===== config.mk =====
export PLATFORM = sky130hd
export DESIGN_NAME = dmac_dual16
export DESIGN_NICKNAME = d
export VERILOG_FILES = /design/src/rtl/dmac_pkg.sv /design/src/rtl/dmac_decode.sv /design/src/rtl/dmac_halfmul.sv /design/src/rtl/dmac_combine.sv /design/src/rtl/dmac_dual16.sv
export SDC_FILE = /design/constraint.sdc
export NUM_CORES = 2
export LEC_CHECK = 0
export BUFFER_PORTS_ARGS = -buffer_cell sky130_fd_sc_hd__buf_2
export CAP_MARGIN = 40
export CORE_AREA = 2 2 230 232
export DETAILED_ROUTE_END_ITERATION = 10
export DIE_AREA = 0 0 232 234
export GPL_TIMING_DRIVEN = 0
export PLACE_DENSITY = 0.73
export SYNTH_ARGS = -nofsm -noshare
export SYNTH_HDL_FRONTEND = slang
export SYNTH_SLANG_ARGS = --single-unit

===== constraint.sdc =====
create_clock -name clk -period 15.4 [get_ports clk]
set_input_delay 2.31 -clock clk [delete_from_list [all_inputs] [get_ports clk]]
set_output_delay 2.31 -clock clk [all_outputs]
set_load 0.1 [all_outputs]

===== src/rtl/dmac_pkg.sv =====
package dmac_pkg;
    localparam int IDXW      = 4;
    localparam int CONDW     = 4;
    // instruction field positions (low bit of each field)
    localparam int POS_N     = 0;
    localparam int POS_M     = 8;
    localparam int POS_ACC   = 12;
    localparam int POS_DEST  = 16;
    localparam int POS_COND  = 28;
    localparam int POS_SWAP  = 5;
    localparam int POS_SUB   = 6;
    localparam logic [CONDW-1:0] COND_ALWAYS = 4'hE;
    localparam logic [IDXW-1:0]  IDX_NOACC   = 4'hF;

    typedef struct packed {
        logic [CONDW-1:0] cond;
        logic [IDXW-1:0]  n_idx;
        logic [IDXW-1:0]  m_idx;
        logic [IDXW-1:0]  a_idx;
        logic [IDXW-1:0]  d_idx;
        logic             swap;
        logic             sub;
    } dmac_dec_t;
endpackage


===== src/rtl/dmac_decode.sv =====
module dmac_decode
    import dmac_pkg::*;
#(
    parameter int IW = 32
) (
    input  logic [IW-1:0] instr,
    output dmac_dec_t     dec
);
    logic unused_bits;

    always_comb begin
        dec.cond  = instr[POS_COND +: CONDW];
        dec.n_idx = instr[POS_N    +: IDXW];
        dec.m_idx = instr[POS_M    +: IDXW];
        dec.a_idx = instr[POS_ACC  +: IDXW];
        dec.d_idx = instr[POS_DEST +: IDXW];
        dec.swap  = instr[POS_SWAP];
        dec.sub   = instr[POS_SUB];
    end

    // opcode bits not used for this operation class
    assign unused_bits = ^{instr[27:20], instr[7], instr[4]};
endmodule


===== src/rtl/dmac_halfmul.sv =====
module dmac_halfmul #(
    parameter int HW = 16
) (
    input  logic [HW-1:0]   a,
    input  logic [HW-1:0]   b,
    output logic [2*HW-1:0] prod
);
    logic signed [2*HW-1:0] a_ext;
    logic signed [2*HW-1:0] b_ext;

    always_comb begin
        a_ext = {{HW{a[HW-1]}}, a};
        b_ext = {{HW{b[HW-1]}}, b};
        prod  = a_ext * b_ext;
    end
endmodule


===== src/rtl/dmac_combine.sv =====
module dmac_combine #(
    parameter int DW = 32
) (
    input  logic [DW-1:0] p_lo,
    input  logic [DW-1:0] p_hi,
    input  logic          sub,
    input  logic          acc_en,
    input  logic [DW-1:0] acc,
    output logic [DW-1:0] result,
    output logic          ovf
);
    localparam int MSB = DW - 1;

    logic [DW-1:0] pair;
    logic [DW-1:0] total;
    logic          pair_ovf;
    logic          acc_ovf;
    logic          diff_ovf;

    always_comb begin
        pair     = sub ? (p_lo - p_hi) : (p_lo + p_hi);
        pair_ovf = !sub && (p_lo[MSB] == p_hi[MSB]) && (pair[MSB] != p_lo[MSB]);
        diff_ovf = sub && (p_lo[MSB] != p_hi[MSB]) && (pair[MSB] != p_lo[MSB]);
        total    = pair + acc;
        acc_ovf  = acc_en && (pair[MSB] == acc[MSB]) && (total[MSB] != pair[MSB]);
        result   = acc_en ? total : pair;
        ovf      = pair_ovf || acc_ovf;
    end

    // products of signed halves can never make the difference overflow
    always_comb begin
        p_sub_pair_safe_r6: assert (!diff_ovf || $isunknown({p_lo, p_hi, sub}));
    end
endmodule


===== src/rtl/dmac_dual16.sv =====
module dmac_dual16
    import dmac_pkg::*;
#(
    parameter int DW = 32
) (
    input  logic            clk,
    input  logic            rst_n,
    input  logic            in_valid,
    input  logic [31:0]     instr,
    input  logic            cond_pass,
    input  logic [DW-1:0]   opn_n,
    input  logic [DW-1:0]   opn_m,
    input  logic [DW-1:0]   opn_acc,
    input  logic            q_clr,
    output logic [IDXW-1:0] n_sel,
    output logic [IDXW-1:0] m_sel,
    output logic [IDXW-1:0] acc_sel,
    output logic            out_valid,
    output logic [DW-1:0]   out_data,
    output logic [IDXW-1:0] out_dest,
    output logic            q_flag
);
    localparam int HW     = DW / 2;
    localparam int NLANES = 2;

    typedef struct packed {
        logic            valid;
        logic [DW-1:0]   data;
        logic [IDXW-1:0] dest;
        logic            q;
    } dmac_state_t;

    dmac_dec_t     dec;
    dmac_state_t   st_d, st_q;
    logic [DW-1:0] m_eff;
    logic [DW-1:0] prods [NLANES];
    logic [DW-1:0] comb_res;
    logic          comb_ovf;
    logic          acc_en;
    logic          fire;

    dmac_decode #(.IW(32)) u_dec (
        .instr (instr),
        .dec   (dec)
    );

    assign m_eff  = dec.swap ? {opn_m[HW-1:0], opn_m[DW-1:HW]} : opn_m;
    assign acc_en = (dec.a_idx != IDX_NOACC);
    assign fire   = in_valid && ((dec.cond == COND_ALWAYS) || cond_pass);

    for (genvar g = 0; g < NLANES; g++) begin : g_lane
        dmac_halfmul #(.HW(HW)) u_mul (
            .a    (opn_n[g*HW +: HW]),
            .b    (m_eff[g*HW +: HW]),
            .prod (prods[g])
        );
    end

    dmac_combine #(.DW(DW)) u_comb (
        .p_lo   (prods[0]),
        .p_hi   (prods[1]),
        .sub    (dec.sub),
        .acc_en (acc_en),
        .acc    (opn_acc),
        .result (comb_res),
        .ovf    (comb_ovf)
    );

    always_comb begin
        st_d       = st_q;
        st_d.valid = fire;
        if (fire) begin
            st_d.data = comb_res;
            st_d.dest = dec.d_idx;
        end
        if (q_clr)
            st_d.q = 1'b0;
        else if (fire && comb_ovf)
            st_d.q = 1'b1;
    end

    always_ff @(posedge clk) begin
        if (!rst_n)
            st_q <= '0;
        else
            st_q <= st_d;
    end

    assign n_sel     = dec.n_idx;
    assign m_sel     = dec.m_idx;
    assign acc_sel   = dec.a_idx;
    assign out_valid = st_q.valid;
    assign out_data  = st_q.data;
    assign out_dest  = st_q.dest;
    assign q_flag    = st_q.q;

    p_valid_needs_input_r9: assert property (@(posedge clk) disable iff (!rst_n)
        out_valid |-> $past(in_valid));
    p_failed_cond_silent_r8: assert property (@(posedge clk) disable iff (!rst_n)
        $past(in_valid && !cond_pass && (instr[31:28] != COND_ALWAYS)) |-> !out_valid);
    p_data_held_r9: assert property (@(posedge clk) disable iff (!rst_n)
        !out_valid |-> $stable(out_data));
    p_q_clear_wins_r7: assert property (@(posedge clk) disable iff (!rst_n)
        $past(q_clr) |-> !q_flag);
    p_q_sticky_r7: assert property (@(posedge clk) disable iff (!rst_n)
        ($past(q_flag) && !$past(q_clr)) |-> q_flag);
    p_q_quiet_r8: assert property (@(posedge clk) disable iff (!rst_n)
        ($past(!fire) && !$past(q_clr)) |-> (q_flag == $past(q_flag)));
endmodule


# Yosys cells after proc, flatten, opt, wreduce, memory -nomap -nowiden
# Index checks and enable logic that the tools add are counted.
dict set report word_totals {
  word_cells 29
  latch_bits 0
  input_bits 133
  rom_bits 0
  regBits 38
  ramBits 0
  mem_count 0
}
dict set report classes {
  n_mux 3
  div 0
  n_bitwise 1
  n_addsub 3
  multipliers 2
  n_eq_ne 6
  n_reduce_logical 10
  shifts 0
  magnitude_cmp 0
}
# operator count
set ops {}
lappend ops {{2-to-1 mux 32 bit} 3}
lappend ops {{adder 32 bit} 2}
lappend ops {{multiplier 16 x 16 -> 32 bit} 2}
lappend ops {{subtractor 32 bit} 1}
lappend ops {{logical AND 1 bit} 6}
lappend ops {{equality test 4 bit (second input constant)} 1}
lappend ops {{inequality test 4 bit (second input constant)} 1}
lappend ops {{equality test 1 bit} 2}
lappend ops {{logical OR 1 bit} 2}
lappend ops {{inequality test 1 bit} 2}
lappend ops {{OR reduction 2 bit} 1}
lappend ops {{zero test 1 bit} 1}
lappend ops {{NOT 1 bit} 1}

# Longest topological paths before layout
dict set report logic_depth {
  ltp_word 9
  ltp_mapped 48
  mapped_depth_nobuf 44
}

# Modules after synthesis
# Synthesis repeated with hierarchy kept, for this count alone.
dict set report hier_totals {
  hier_cells 3074
  hier_area_um2 26743.1
}
# module cells_each area_each_um2 n_inst
set by_module_without_submodules {}
lappend by_module_without_submodules {{dmac_halfmul at g_lane[0].u_mul} 1106 9963.3 1}
lappend by_module_without_submodules {{dmac_halfmul at g_lane[1].u_mul} 1075 9823.2 1}
lappend by_module_without_submodules {dmac_combine 569 4082.7 1}
lappend by_module_without_submodules {dmac_dual16 302 2708.8 1}
lappend by_module_without_submodules {dmac_decode 22 165.2 1}

# Worst setup path after synthesis
# No wires, ideal clock.
dict set report synth_timing {
  kind {input-to-reg}
  start {in instr[5]}
  end {reg st_q (netlist bit out_data[31])}
  n_path_buf 3
  setup_slack_ns 2.927
  stages 43
  t_required_ns 15.272
  arrival_ns 12.346
  path_cell_list {clkbuf_1 -> buf_1 -> mux2i_1 -> clkbuf_1 -> nor2b_1 -> fa_1 -> inv_1 -> fa_1 -> fa_1 -> fa_1 -> inv_1 -> fa_1 -> inv_1 -> fa_1 -> inv_1 -> ha_1 -> a21o_1 -> a2111o_1 -> [7 not listed] -> a21o_1 -> a21o_1 -> a21oi_1 -> nand3_1 -> or3b_2 -> nand3_1 -> o21ai_0 -> a21o_1 -> a21oi_1 -> xnor2_1 -> ha_1 -> nand3_1 -> o31ai_1 -> a21o_1 -> xor2_1 -> nand2_1 -> nand3_1 -> o211ai_1}
}
dict set report synth_via {
  elab_chain_len 6
  elab_cells_between_ends 8
  cone_classes {add/sub: 3; mul: 2; mux: 3}
}
# item line
set synth_rtl {}
lappend synth_rtl {{from (decl)} dmac_dual16.sv:9} ;# input logic [31:0] instr,
lappend synth_rtl {{2-to-1 mux 32 bit *} dmac_dual16.sv:47} ;# assign m_eff = dec.swap ? {opn_m[HW-1:0], opn_m[DW-1:HW]} : opn_m;
lappend synth_rtl {{multiplier 16 x 16 -> 32 bit} dmac_halfmul.sv:14} ;# prod = a_ext * b_ext;
lappend synth_rtl {{adder 32 bit or subtractor 32 bit (tied branches)} dmac_combine.sv:21} ;# pair = sub ? (p_lo - p_hi) : (p_lo + p_hi);
lappend synth_rtl {{2-to-1 mux 32 bit *} dmac_combine.sv:21}
lappend synth_rtl {{adder 32 bit} dmac_combine.sv:24} ;# total = pair + acc;
lappend synth_rtl {{2-to-1 mux 32 bit *} dmac_combine.sv:26} ;# result = acc_en ? total : pair;
lappend synth_rtl {{to (signal assigned)} dmac_dual16.sv:86} ;# st_q <= st_d;
lappend synth_rtl {{to (decl)} dmac_dual16.sv:34} ;# dmac_state_t st_d, st_q;
# Mark *: on every way between the ends. The rest lies on a longest branch, timed or not.
# A chain may end at the register's enable or synchronous reset.

# Final worst setup path
# Ends and elaborated chain as after synthesis.

==> results.json <==
{
  "status": "completed",
  "crit_path_start_kind": "input pin",
  "ys.flop_type": "dfxtp_1",
  "rsz0062_at_grt": "no",
  "drive_gt1_frac": 0.0844,
  "synth_cell_types": 81,
  "cts_tree": "done",
  "track_usage": 0.256,
  "period_needed_ps": 14410,
  "async_reset_ff_frac": 0,
  "synth_edf_count": 0,
  "fmax_mhz": 69.4,
  "skew_ps": 0,
  "wire_per_inst_um": 17.7,
  "drt-initial-drc-count": 1582,
  "cts_setup_buffers": 0,
  "synth_xor_area_frac": 0.0515,
  "hold_class": "flop to flop",
  "yosys.area_share.adder": 0.524,
  "crit_slowest_cell": "nor4_1",
  "multi_input_area_sq_um": 22000,
  "post-route-period-util": 0.935,
  "synth_top_family_by_area": "adder cells",
  "num_rows": 84,
  "dp_hpwl_um": 58800,
  "numCtsBuffers": 5,
  "finalHoldViolCount": 0,
  "grt_max_degree": 14,
  "die_height_um": 234,
  "dr_total_vias": 20700,
  "grt_first_pass_wirelength_um": 109000,
  "n_fill_cell": 4894,
  "synth_nets": 3849,
  "area_growth_pct": 7.39,
  "clk_pin_slew_ps": 60,
  "clk_latency_ps": 290,
  "io_pins": 183,
  "cap_violations": 0,
  "portBuffers": 162,
  "worst_path_most_repeated_cell": "fa_1",
  "place_area_sq_um": 27300,
  "muxShareOfSynthArea": 0.0148,
  "place_ws_ps": 854,
  "die_w_um": 232,
  "critPathKind": "input pin to flop",
  "dieArea_sq_um": 54300,
  "gr-total-overflow": 0,
  "htreeDepth": 2,
  "critical-path-max-stage-delay_ps": 670,
  "synthCells": 2962,
  "cts.sinks": 38,
  "synth-compound-area-share": 0.108,
  "postRouteAntennaNets": 0,
  "vias_per_cell": 5.41,
  "setup_tns_ps": 0,
  "antenna_found_initial": 1,
  "root_buffer": "clkbuf_16",
  "initial_core_util": 0.491,
  "drc": 0,
  "wirelength_um": 67700,
  "setup.worst_path.end_class": "flop",
  "finalWeightedCongestion": 0.946,
  "synth_seq_area_share": 0.0298,
  "ys_seq_elements": 38,
  "n_antenna_cell": 0,
  "required_ps": 15550,
  "cts_hold_buf": 0,
  "grt_pass1_vias": 20900,
  "syn_area_sq_um": 25600,
  "final_nets": 4027,
  "cp.arrival_ps": 14550,
  "yosys_warnings": 0,
  "fin_area_sq_um": 27400,
  "synth_area_per_cell_sq_um": 8.63,
  "tightest_slew_ps": 886,
  "yosys.area_share.simple": 0.164,
  "setup_violations": 0,
  "relSlewSlack": 0.394,
  "core_sq_um": 52000,
  "drtPass1Iterations": 6,
  "ff_latch_area_sq_um": 761,
  "clockBufferDepth": 2,
  "critPathMaxFanout": 10,
  "drv_slew": 0,
  "fin_ws_ps": 995,
  "ctsResizeCount": 0
}
## worst paths after layout
| path | startpoint | slack (ps) | endpoint | depth (start not counted) |
|---|---|---|---|---|
| worst min register to register | out_dest[3] | 460 | out_dest[3] | 2 |
| worst max-delay path | instr[5] | 990 | out_data[31] | 44 |
| worst max register to register | out_data[23] | 14620 | out_data[23] | 2 |
| worst min-delay path | out_dest[3] | 460 | out_dest[3] | 2 |
## cell families after synthesis
kind of cell,Yosys count
XOR/XNOR,147
AND/OR/NAND/NOR,853
flip-flops,38
buffers and inverters,722
multiplexers,35
AO/OA/AOI/OAI,413
adder cells (fa/ha/maj),754
## cell usage in the layout (no fill, tap or decap), types with 10 or more instances in the layout
cell type and instances:
and3_1 15, a21o_1 49, or2_2 25, clkbuf_1 89, a211o_1 10, nand2_1 344, o21bai_1 16, nand2b_1 33
ha_1 228, nor3_1 24, a31oi_1 20, nand3_1 29, o21ai_0 70, nor2_1 107, fa_1 526, buf_4 21
xor2_1 48, a311oi_1 12, nor2b_1 120, or3_1 10, mux2_2 23, a21oi_1 120, dfxtp_1 38, mux2i_1 12
inv_1 614, o211ai_1 12, a211oi_1 20, o21a_1 17, xnor2_1 96, and2_1 114, buf_2 163
## flip-flops by register name (all words and copies together) (netlist names)
register	cells
out_data	32
out_dest	4
out_valid	1
q_flag	1
## Yosys cell counts (all sizes together) (17+ instances only)
master / n / area [sq um]
fa: 526 / 10500
clkbuf: 90 / 339
dfxtp: 38 / 761
a31oi: 20 / 125
a211oi: 21 / 163
inv: 614 / 2300
a21oi: 120 / 601
nor2b: 120 / 751
mux2: 23 / 259
ha: 228 / 2850
o21a: 18 / 136
nand2b: 33 / 206
nand3: 29 / 145
buf: 17 / 121
or2: 25 / 156
xor2: 50 / 453
xnor2: 96 / 841
o21ai: 75 / 375
nor3: 25 / 130
nand2: 345 / 1300
and2: 114 / 713
a21o: 50 / 377
nor2: 107 / 402
## area by class of cell
| type | instances | area share |
|---|---|---|
| clock inverters | 3 | 0.000775 |
| repair buffers | 171 | 0.0321 |
| plain buffers | 107 | 0.0168 |
| clock buffers | 5 | 0.00456 |
| flip-flops and latches | 38 | 0.0277 |
| well taps | 688 | 0.0314 |
| multi-input cells | 2202 | 0.803 |
| inverters | 615 | 0.0841 |
## layer usage
layer / part of all wire / track usage / vias up
li1: - / - / 9572
met1: 0.42 / 0.351 / 10300
met2: 0.48 / 0.443 / 751
met3: 0.073 / 0.0226 / 105
met4: 0.022 / 0.0531 / 2
met5: 0.00019 / 0 / -
## critical path, delay by kind of cell
family	cells	cell delay, ps
AO/OA/AOI/OAI	13	2890
adder cells (fa/ha/maj)	9	4230
buffers and inverters	8	1770
XOR/XNOR	3	700
AND/OR/NAND/NOR	10	2060
multiplexers	1	540
## per-stage QoR
step	hold slack [ps]	instances	util
2_1_floorplan	884	2962	-
5_1_grt	483	3829	0.528
6_report	456	3829	0.528
3_5_place_dp	450	3821	0.525
4_1_cts	460	3829	0.528
3_3_place_gp	437	3812	0.523
Power is not shown: default switching activity piles up to over one toggle a cycle in this logic, so the estimate is an artifact.
